File: src/rtl/alarm_any_pkg.sv
package alarm_any_pkg;
  localparam int NFIELD    = 6;
  localparam int FIELD_W   = 12;
  localparam int ADDR_W    = 3;
  localparam int EN_W      = 7;
  localparam int GLOBAL_EN = 6;
  localparam int FLAG_BIT  = 1;
  localparam int FIELD_BASE = 2;

  typedef enum logic [ADDR_W-1:0] {
    A_STAT = 3'd0,
    A_EN   = 3'd1,
    A_SEC  = 3'd2,
    A_MIN  = 3'd3,
    A_HOUR = 3'd4,
    A_MDAY = 3'd5,
    A_MON  = 3'd6,
    A_YEAR = 3'd7
  } reg_addr_e;

  typedef logic [NFIELD-1:0][FIELD_W-1:0] field_vec_t;

  function automatic int field_width(input int idx);
    case (idx)
      0, 1:    field_width = 7;
      2, 3:    field_width = 6;
      4:       field_width = 5;
      default: field_width = 12;
    endcase
  endfunction
endpackage

File: src/rtl/alarm_any_regs.sv
module alarm_any_regs
  import alarm_any_pkg::*;
#(
  parameter int DATA_W = 16
) (
  input  logic              clk,
  input  logic              rst_n,
  input  logic              wr_en,
  input  logic [ADDR_W-1:0] wr_addr,
  input  logic [DATA_W-1:0] wr_data,
  output logic [EN_W-1:0]   en_q,
  output field_vec_t        alarm_q
);
  logic          en_ld;
  logic [EN_W-1:0] en_d;

  always_comb begin
    en_ld = wr_en && (wr_addr == A_EN);
    en_d  = wr_data[EN_W-1:0];
  end

  always_ff @(posedge clk or negedge rst_n) begin
    if (!rst_n)     en_q <= '0;
    else if (en_ld) en_q <= en_d;
  end

  for (genvar g = 0; g < NFIELD; g++) begin : g_fld
    localparam int W = field_width(g);
    localparam logic [ADDR_W-1:0] MY_ADDR = ADDR_W'(FIELD_BASE + g);
    logic         ld;
    logic [W-1:0] d;
    logic [W-1:0] q;

    always_comb begin
      ld = wr_en && (wr_addr == MY_ADDR);
      d  = wr_data[W-1:0];
    end

    always_ff @(posedge clk or negedge rst_n) begin
      if (!rst_n)  q <= '0;
      else if (ld) q <= d;
    end

    assign alarm_q[g] = FIELD_W'(q);

    AST_WRITE_TRUNC: assert property (@(posedge clk) disable iff (!rst_n)
      (wr_en && wr_addr == MY_ADDR) |=>
        (alarm_q[g] == FIELD_W'($past(wr_data[W-1:0]))));
  end
endmodule

File: src/rtl/alarm_any_match.sv
module alarm_any_match
  import alarm_any_pkg::*;
(
  input  logic              clk,
  input  logic              rst_n,
  input  logic [EN_W-1:0]   en_q,
  input  field_vec_t        alarm_q,
  input  field_vec_t        now_v,
  output logic              any_hit
);
  logic [NFIELD-1:0] eq;
  logic [NFIELD-1:0] sel;

  for (genvar g = 0; g < NFIELD; g++) begin : g_cmp
    assign eq[g] = (now_v[g] == alarm_q[g]);
  end

  always_comb begin
    sel     = en_q[NFIELD-1:0] & eq;
    any_hit = en_q[GLOBAL_EN] && (|sel);
  end

  AST_HIT_SINGLE_FIELD: assert property (@(posedge clk) disable iff (!rst_n)
    (en_q[GLOBAL_EN] && en_q[0] && now_v[0] == alarm_q[0]) |-> any_hit);
endmodule

File: src/rtl/alarm_any_flag.sv
module alarm_any_flag (
  input  logic clk,
  input  logic rst_n,
  input  logic set,
  input  logic clr,
  output logic flag_q
);
  logic flag_d;

  always_comb begin
    flag_d = set | (flag_q & ~clr);
  end

  always_ff @(posedge clk or negedge rst_n) begin
    if (!rst_n) flag_q <= 1'b0;
    else        flag_q <= flag_d;
  end

  AST_SET_WINS: assert property (@(posedge clk) disable iff (!rst_n)
    set |=> flag_q);
  AST_CLEAR_TAKES: assert property (@(posedge clk) disable iff (!rst_n)
    (clr && !set) |=> !flag_q);
  AST_STICKY: assert property (@(posedge clk) disable iff (!rst_n)
    (flag_q && !clr) |=> flag_q);
  AST_RISE_NEEDS_SET: assert property (@(posedge clk) disable iff (!rst_n)
    $rose(flag_q) |-> $past(set));
endmodule

File: src/rtl/alarm_any.sv
module alarm_any
  import alarm_any_pkg::*;
#(
  parameter int DATA_W = 16
) (
  input  logic              clk,
  input  logic              rst_n,
  input  logic              sec_tick,
  input  logic [7:0]        now_sec,
  input  logic [7:0]        now_min,
  input  logic [7:0]        now_hour,
  input  logic [7:0]        now_mday,
  input  logic [7:0]        now_mon,
  input  logic [11:0]       now_year,
  input  logic              wr_en,
  input  logic [2:0]        wr_addr,
  input  logic [DATA_W-1:0] wr_data,
  input  logic [2:0]        rd_addr,
  output logic [DATA_W-1:0] rd_data,
  output logic              alarm_irq
);
  logic [EN_W-1:0] en_q;
  field_vec_t      alarm_q;
  field_vec_t      now_v;
  logic            any_hit;
  logic            flag_set;
  logic            flag_clr;
  logic            flag_q;

  always_comb begin
    now_v[0] = FIELD_W'(now_sec);
    now_v[1] = FIELD_W'(now_min);
    now_v[2] = FIELD_W'(now_hour);
    now_v[3] = FIELD_W'(now_mday);
    now_v[4] = FIELD_W'(now_mon);
    now_v[5] = now_year;
  end

  alarm_any_regs #(.DATA_W(DATA_W)) u_regs (
    .clk     (clk),
    .rst_n   (rst_n),
    .wr_en   (wr_en),
    .wr_addr (wr_addr),
    .wr_data (wr_data),
    .en_q    (en_q),
    .alarm_q (alarm_q)
  );

  alarm_any_match u_match (
    .clk     (clk),
    .rst_n   (rst_n),
    .en_q    (en_q),
    .alarm_q (alarm_q),
    .now_v   (now_v),
    .any_hit (any_hit)
  );

  always_comb begin
    flag_set = sec_tick && any_hit;
    flag_clr = wr_en && (wr_addr == A_STAT) && wr_data[FLAG_BIT];
  end

  alarm_any_flag u_flag (
    .clk    (clk),
    .rst_n  (rst_n),
    .set    (flag_set),
    .clr    (flag_clr),
    .flag_q (flag_q)
  );

  assign alarm_irq = flag_q;

  always_comb begin
    rd_data = '0;
    case (rd_addr)
      A_STAT:  rd_data[FLAG_BIT] = flag_q;
      A_EN:    rd_data[EN_W-1:0] = en_q;
      default: rd_data[FIELD_W-1:0] = alarm_q[int'(rd_addr) - FIELD_BASE];
    endcase
  end

  AST_GATED_OFF: assert property (@(posedge clk) disable iff (!rst_n)
    (!en_q[GLOBAL_EN] && !alarm_irq) |=> !alarm_irq);
  AST_NO_TICK_NO_RISE: assert property (@(posedge clk) disable iff (!rst_n)
    (!sec_tick && !alarm_irq) |=> !alarm_irq);
  AST_YEAR_HUNDREDS: assert property (@(posedge clk) disable iff (!rst_n)
    (sec_tick && !alarm_irq && en_q == 7'h60 &&
     now_year[11:8] != alarm_q[5][11:8]) |=> !alarm_irq);
endmodule

File: config.mk
export PLATFORM = sky130hd
export DESIGN_NAME = alarm_any
export DESIGN_NICKNAME = d
export VERILOG_FILES = /design/src/rtl/alarm_any_pkg.sv /design/src/rtl/alarm_any_regs.sv /design/src/rtl/alarm_any_match.sv /design/src/rtl/alarm_any_flag.sv /design/src/rtl/alarm_any.sv
export SDC_FILE = /design/constraint.sdc
export NUM_CORES = 1
export LEC_CHECK = 0
export ABC_AREA = 0
export ABC_CLOCK_PERIOD_IN_PS = 1500
export BUFFER_PORTS_ARGS = -buffer_cell sky130_fd_sc_hd__buf_2
export CAP_MARGIN = 10
export CORE_ASPECT_RATIO = 0.9
export CORE_MARGIN = 5
export CORE_UTILIZATION = 52
export CTS_CLUSTER_SIZE = 24
export DETAILED_ROUTE_END_ITERATION = 7
export GPL_TIMING_DRIVEN = 0
export PLACE_DENSITY = 0.93
export SYNTH_ARGS = -nofsm -noshare
export SYNTH_HDL_FRONTEND = slang
export SYNTH_SLANG_ARGS = --single-unit
File: constraint.sdc
create_clock -name clk -period 1.5 [get_ports clk]
set_input_delay 0.3 -clock clk [delete_from_list [all_inputs] [get_ports clk]]
set_output_delay 0.3 -clock clk [all_outputs]
set_load 0.01 [all_outputs]
==> results by group <==
Detailed routing
  – Iter 0 DRT Violations: 153
  – Avg Vias per Cell: 5.66
  – DRT Pass-1 Iters: 4
  – Per-cell routed wire length: 20.0 um
  – Vias: 2435
  – DRC violations left: 0
  – Remaining antenna violation count: 0
  – WL final: 8580 um

Power
  – Sw power: 1350 uW
  – Internal power: 2930 uW
  – Sw frac: 31.5%
  – Sequential power share: 44.8%
  – Power per cell area: 1090 mW/mm^2
  – Max VDD drop: 701 uV
  – Clock power frac: 19.1%
  – Logic pwr share: 36.1%
  – Leakage power: 0.00181 uW

Timing
  – Final hold violation count: 0
  – Slew Limit Fails: 0
  – Final period utilization: 122%
  – Achievable frequency: 0.545 GHz
  – # setup viols final: 13
  – RSZ-0062 raised after global routing: yes
  – Clk_skew: 0.0146 ns
  – Min Tclk post-route: 1.83 ns
  – Fin worst setup slack: -0.335 ns

Logic synthesis
  – Cell count after synthesis: 243
  – Register area share after synthesis: 41.8%
  – Mapped cell area: 0.00306 sq mm
  – Cell variety after synth: 42
  – Avg Inst Size Synth: 12.6 sq um
  – Yosys reg bits: 51
  – Synth Warn #: 0

Floorplanning
  – Starting Density: 53.7%
  – Die Y: 82.7 um
  – Die width: 90.8 um
  – Row count: 26
  – Core area: 0.00569 sq mm
  – IO Pins: 95
  – Full die area: 0.00751 sq mm

Clocking
  – Max H-tree Level: 2
  – Worst-path clk slew: 0.10 ns
  – CTS root buf: clkbuf_8
  – CTS Sinks: 51
  – CTS buffer count: 5
  – CTS tree: done
  – Clock Latency Late Sink: 0.32 ns
  – CTS max path bufs: 2

Global route
  – Gr usage total: 22.8%
  – Antenna violations before repair: 0
  – Gr ovfl total: 0
  – Largest net degree at the start of global routing: 52
  – Vias in the first global route: 2610
  – Global-route wire length before repair: 13200 um

Setup path
  – Reg-to-Reg End: u_flag.flag_q$_DFF_PN0_
  – Crit. End Element: output pin
  – Data required, critical path: 1.20 ns
  – Cells on worst reg2reg path: 7
  – Crit path max fanout: 2
  – Cell family with most CP delay: multiplexers
  – Slowest cell delay on critical path: 0.49 ns
  – FF-to-FF setup slack: -0.02 ns
  – Startpoint Class: flip-flop
  – Cell Chain, Critical Path: mux4_2 -> nand2_1 -> o21ai_2 -> buf_2
  – Worst reg2reg startpoint: u_regs.g_fld[5].q[3]$_DFFE_PN0P_
  – Buf/Inv on CP: 1
  – Critical path class: reg -> out
  – CP Data Arrival Time: 1.53 ns
  – Critical path's slowest cell: mux4_2

Final layout
  – Final standard cell area without fillers: 0.00392 sq mm
  – Area delta synth->final: 28.3%
  – Nets: 437
  – Layout cell share with drive strength beyond 1: 56.1%
  – Ant diodes: 0

Min path
  – WHS Path Cells: 2
  – Min-delay src: wr_data[11]
  – Tightest Hold Check Type: in -> reg
  – Endpoint, Worst Hold: u_regs.g_fld[5].q[11]$_DFFE_PN0P_

Placed design
  – Input/output buffers: 79
  – Pre-CTS setup slack: -0.181 ns
  – GPL Wtd Cong: 0.900
  – Placed cell areas: 0.00355 sq mm
  – Detail Placement HPWL: 6050 um

Flow run
  – Max-Cap Viols: 0

Outcome
  – Status: finished, violations left
  – Failing checks: setup timing
[power groups by stage]
stage	Sequential, uW	Clock, uW	Combinational [uW]
final	1920	816	1550
after floorplan	1900	0	857
after CTS	1900	806	1450
after global routing	1950	891	1660
after global placement	1970	0	1120
after detailed placement	2000	0	1170
[flip-flops by register name, indices dropped and copies added (netlist names)]
register and count:
u_regs.en_q 7, u_regs.g_fld.q 43, u_flag.flag_q 1
[stage by stage]
step                instances  hold slack (ns)  TNS [ns]  utilization, %  power (uW)
global route              430            0.199     -2.93            68.8        4500
detailed placement        395            0.525    -0.781            62.4        3170
global placement          395            0.514    -0.807            62.4        3090
finish                    430            0.203     -2.07            68.8        4280
floorplan                 246          0.00441         0               -        2750
CTS                       425            0.208     -1.80            67.2        4160
[Yosys cell counts, drive strengths merged]
| library cell | instances | area share [%] |
|---|---|---|
| mux2 | 58 | 23 |
| dfrtp | 51 | 42 |
| xnor2 | 30 | 8.6 |
| buf | 15 | 4.1 |
| xor2 | 13 | 3.7 |
| a22oi | 6 | 1.5 |
| nand2 | 6 | 0.82 |
| nand4 | 6 | 1.4 |
| nor2 | 6 | 0.74 |
| and2 | 5 | 1.0 |
| nand3 | 5 | 0.82 |
| nor4 | 5 | 1.0 |
| o21ai | 5 | 0.82 |
| mux4 | 4 | 2.9 |
| a31oi | 3 | 0.61 |
| nand4b | 3 | 1.3 |
| a21oi | 2 | 0.33 |
| and4bb | 2 | 0.82 |
| clkbuf | 2 | 0.25 |
| mux2i | 2 | 0.66 |
| nor3 | 2 | 0.70 |
| nor4b | 2 | 0.57 |
| a21boi | 1 | 0.25 |
| a221oi | 1 | 0.29 |
| a32o | 1 | 0.33 |
| a41oi | 1 | 0.29 |
| and2b | 1 | 0.25 |
| and3 | 1 | 0.20 |
| conb | 1 | 0.12 |
| nand3b | 1 | 0.25 |
| nor3b | 1 | 0.25 |
| o221ai | 1 | 0.29 |
[how the worst max path moves through the flow]
stage | to | slack [ns] | depth (start not counted) | startpoint
after CTS | rd_data[0] | -0.31 | 4 | u_regs.g_fld[4].q[0]$_DFFE_PN0P_
after global placement | rd_data[1] | -0.19 | 5 | rd_addr[2]
final | rd_data[2] | -0.33 | 4 | u_regs.g_fld[5].q[2]$_DFFE_PN0P_
after global routing | rd_data[0] | -0.38 | 4 | u_regs.g_fld[0].q[0]$_DFFE_PN0P_
after floorplan | rd_data[4] | 0.07 | 4 | rd_addr[2]
after detailed placement | rd_data[1] | -0.18 | 5 | rd_addr[2]
[cells by family after synthesis]
group	synth area share [%]
multiplexers	26.6
AND/OR/NAND/NOR	10.2
flip-flops	41.8
buffers and inverters	4.38
other	0.123
XOR/XNOR	12.3
AO/OA/AOI/OAI	4.67
[layout by cell type, fill, tap and decap left out, types with 3 or more instances in the layout]
| cell type | n |
|---|---|
| a22oi_1 | 4 |
| a31oi_1 | 3 |
| and2_1 | 5 |
| buf_2 | 80 |
| buf_4 | 29 |
| buf_6 | 9 |
| clkbuf_8 | 5 |
| conb_1 | 4 |
| dfrtp_1 | 51 |
| mux2_2 | 43 |
| mux2_4 | 14 |
| mux4_2 | 4 |
| nand2_1 | 5 |
| nand3_1 | 5 |
| nand4_1 | 5 |
| nor2_1 | 6 |
| nor4_1 | 3 |
| o21ai_1 | 4 |
| xnor2_1 | 29 |
| xor2_1 | 13 |
[worst register-to-register path, delay by kind of cell, from the launching register on]
kind,cells,cell delay [ns]
compound gates,1,0.19
xor+xnor,1,0.14
buf+inv,2,0.26
flops,1,0.40
simple gates,3,0.46
[layout make-up]
type / count / area (sq um)
Buffer: 17 / 135
Clock buffer: 6 / 72.6
Clock inverter: 2 / 12.5
Fill cell: 421 / 1770
Multi-Input combinational cell: 178 / 1710
Sequential cell: 51 / 1280
Tap cell: 70 / 87.6
Timing Repair Buffer: 106 / 627
[per-layer routing]
| layer | GRT usage [%] | part of all wire [%] |
|---|---|---|
| met1 | 29.2 | 41 |
| met3 | 4.98 | 8.8 |
| met4 | 6.89 | 0.73 |
| met5 | 0 | 0 |
| met2 | 39.3 | 50 |
[what timing repair did]
action / 4_1_cts / 5_1_grt
resized for setup: 7 / 10
pin swaps: 3 / 5
hold buffers: 0 / 1
gates cloned: 0 / 0
endpoints found under the hold margin: 0 / 11
setup endpoints to repair: 7 / 13
setup buffers: 22 / 3
(Power assumes the default switching activity.)
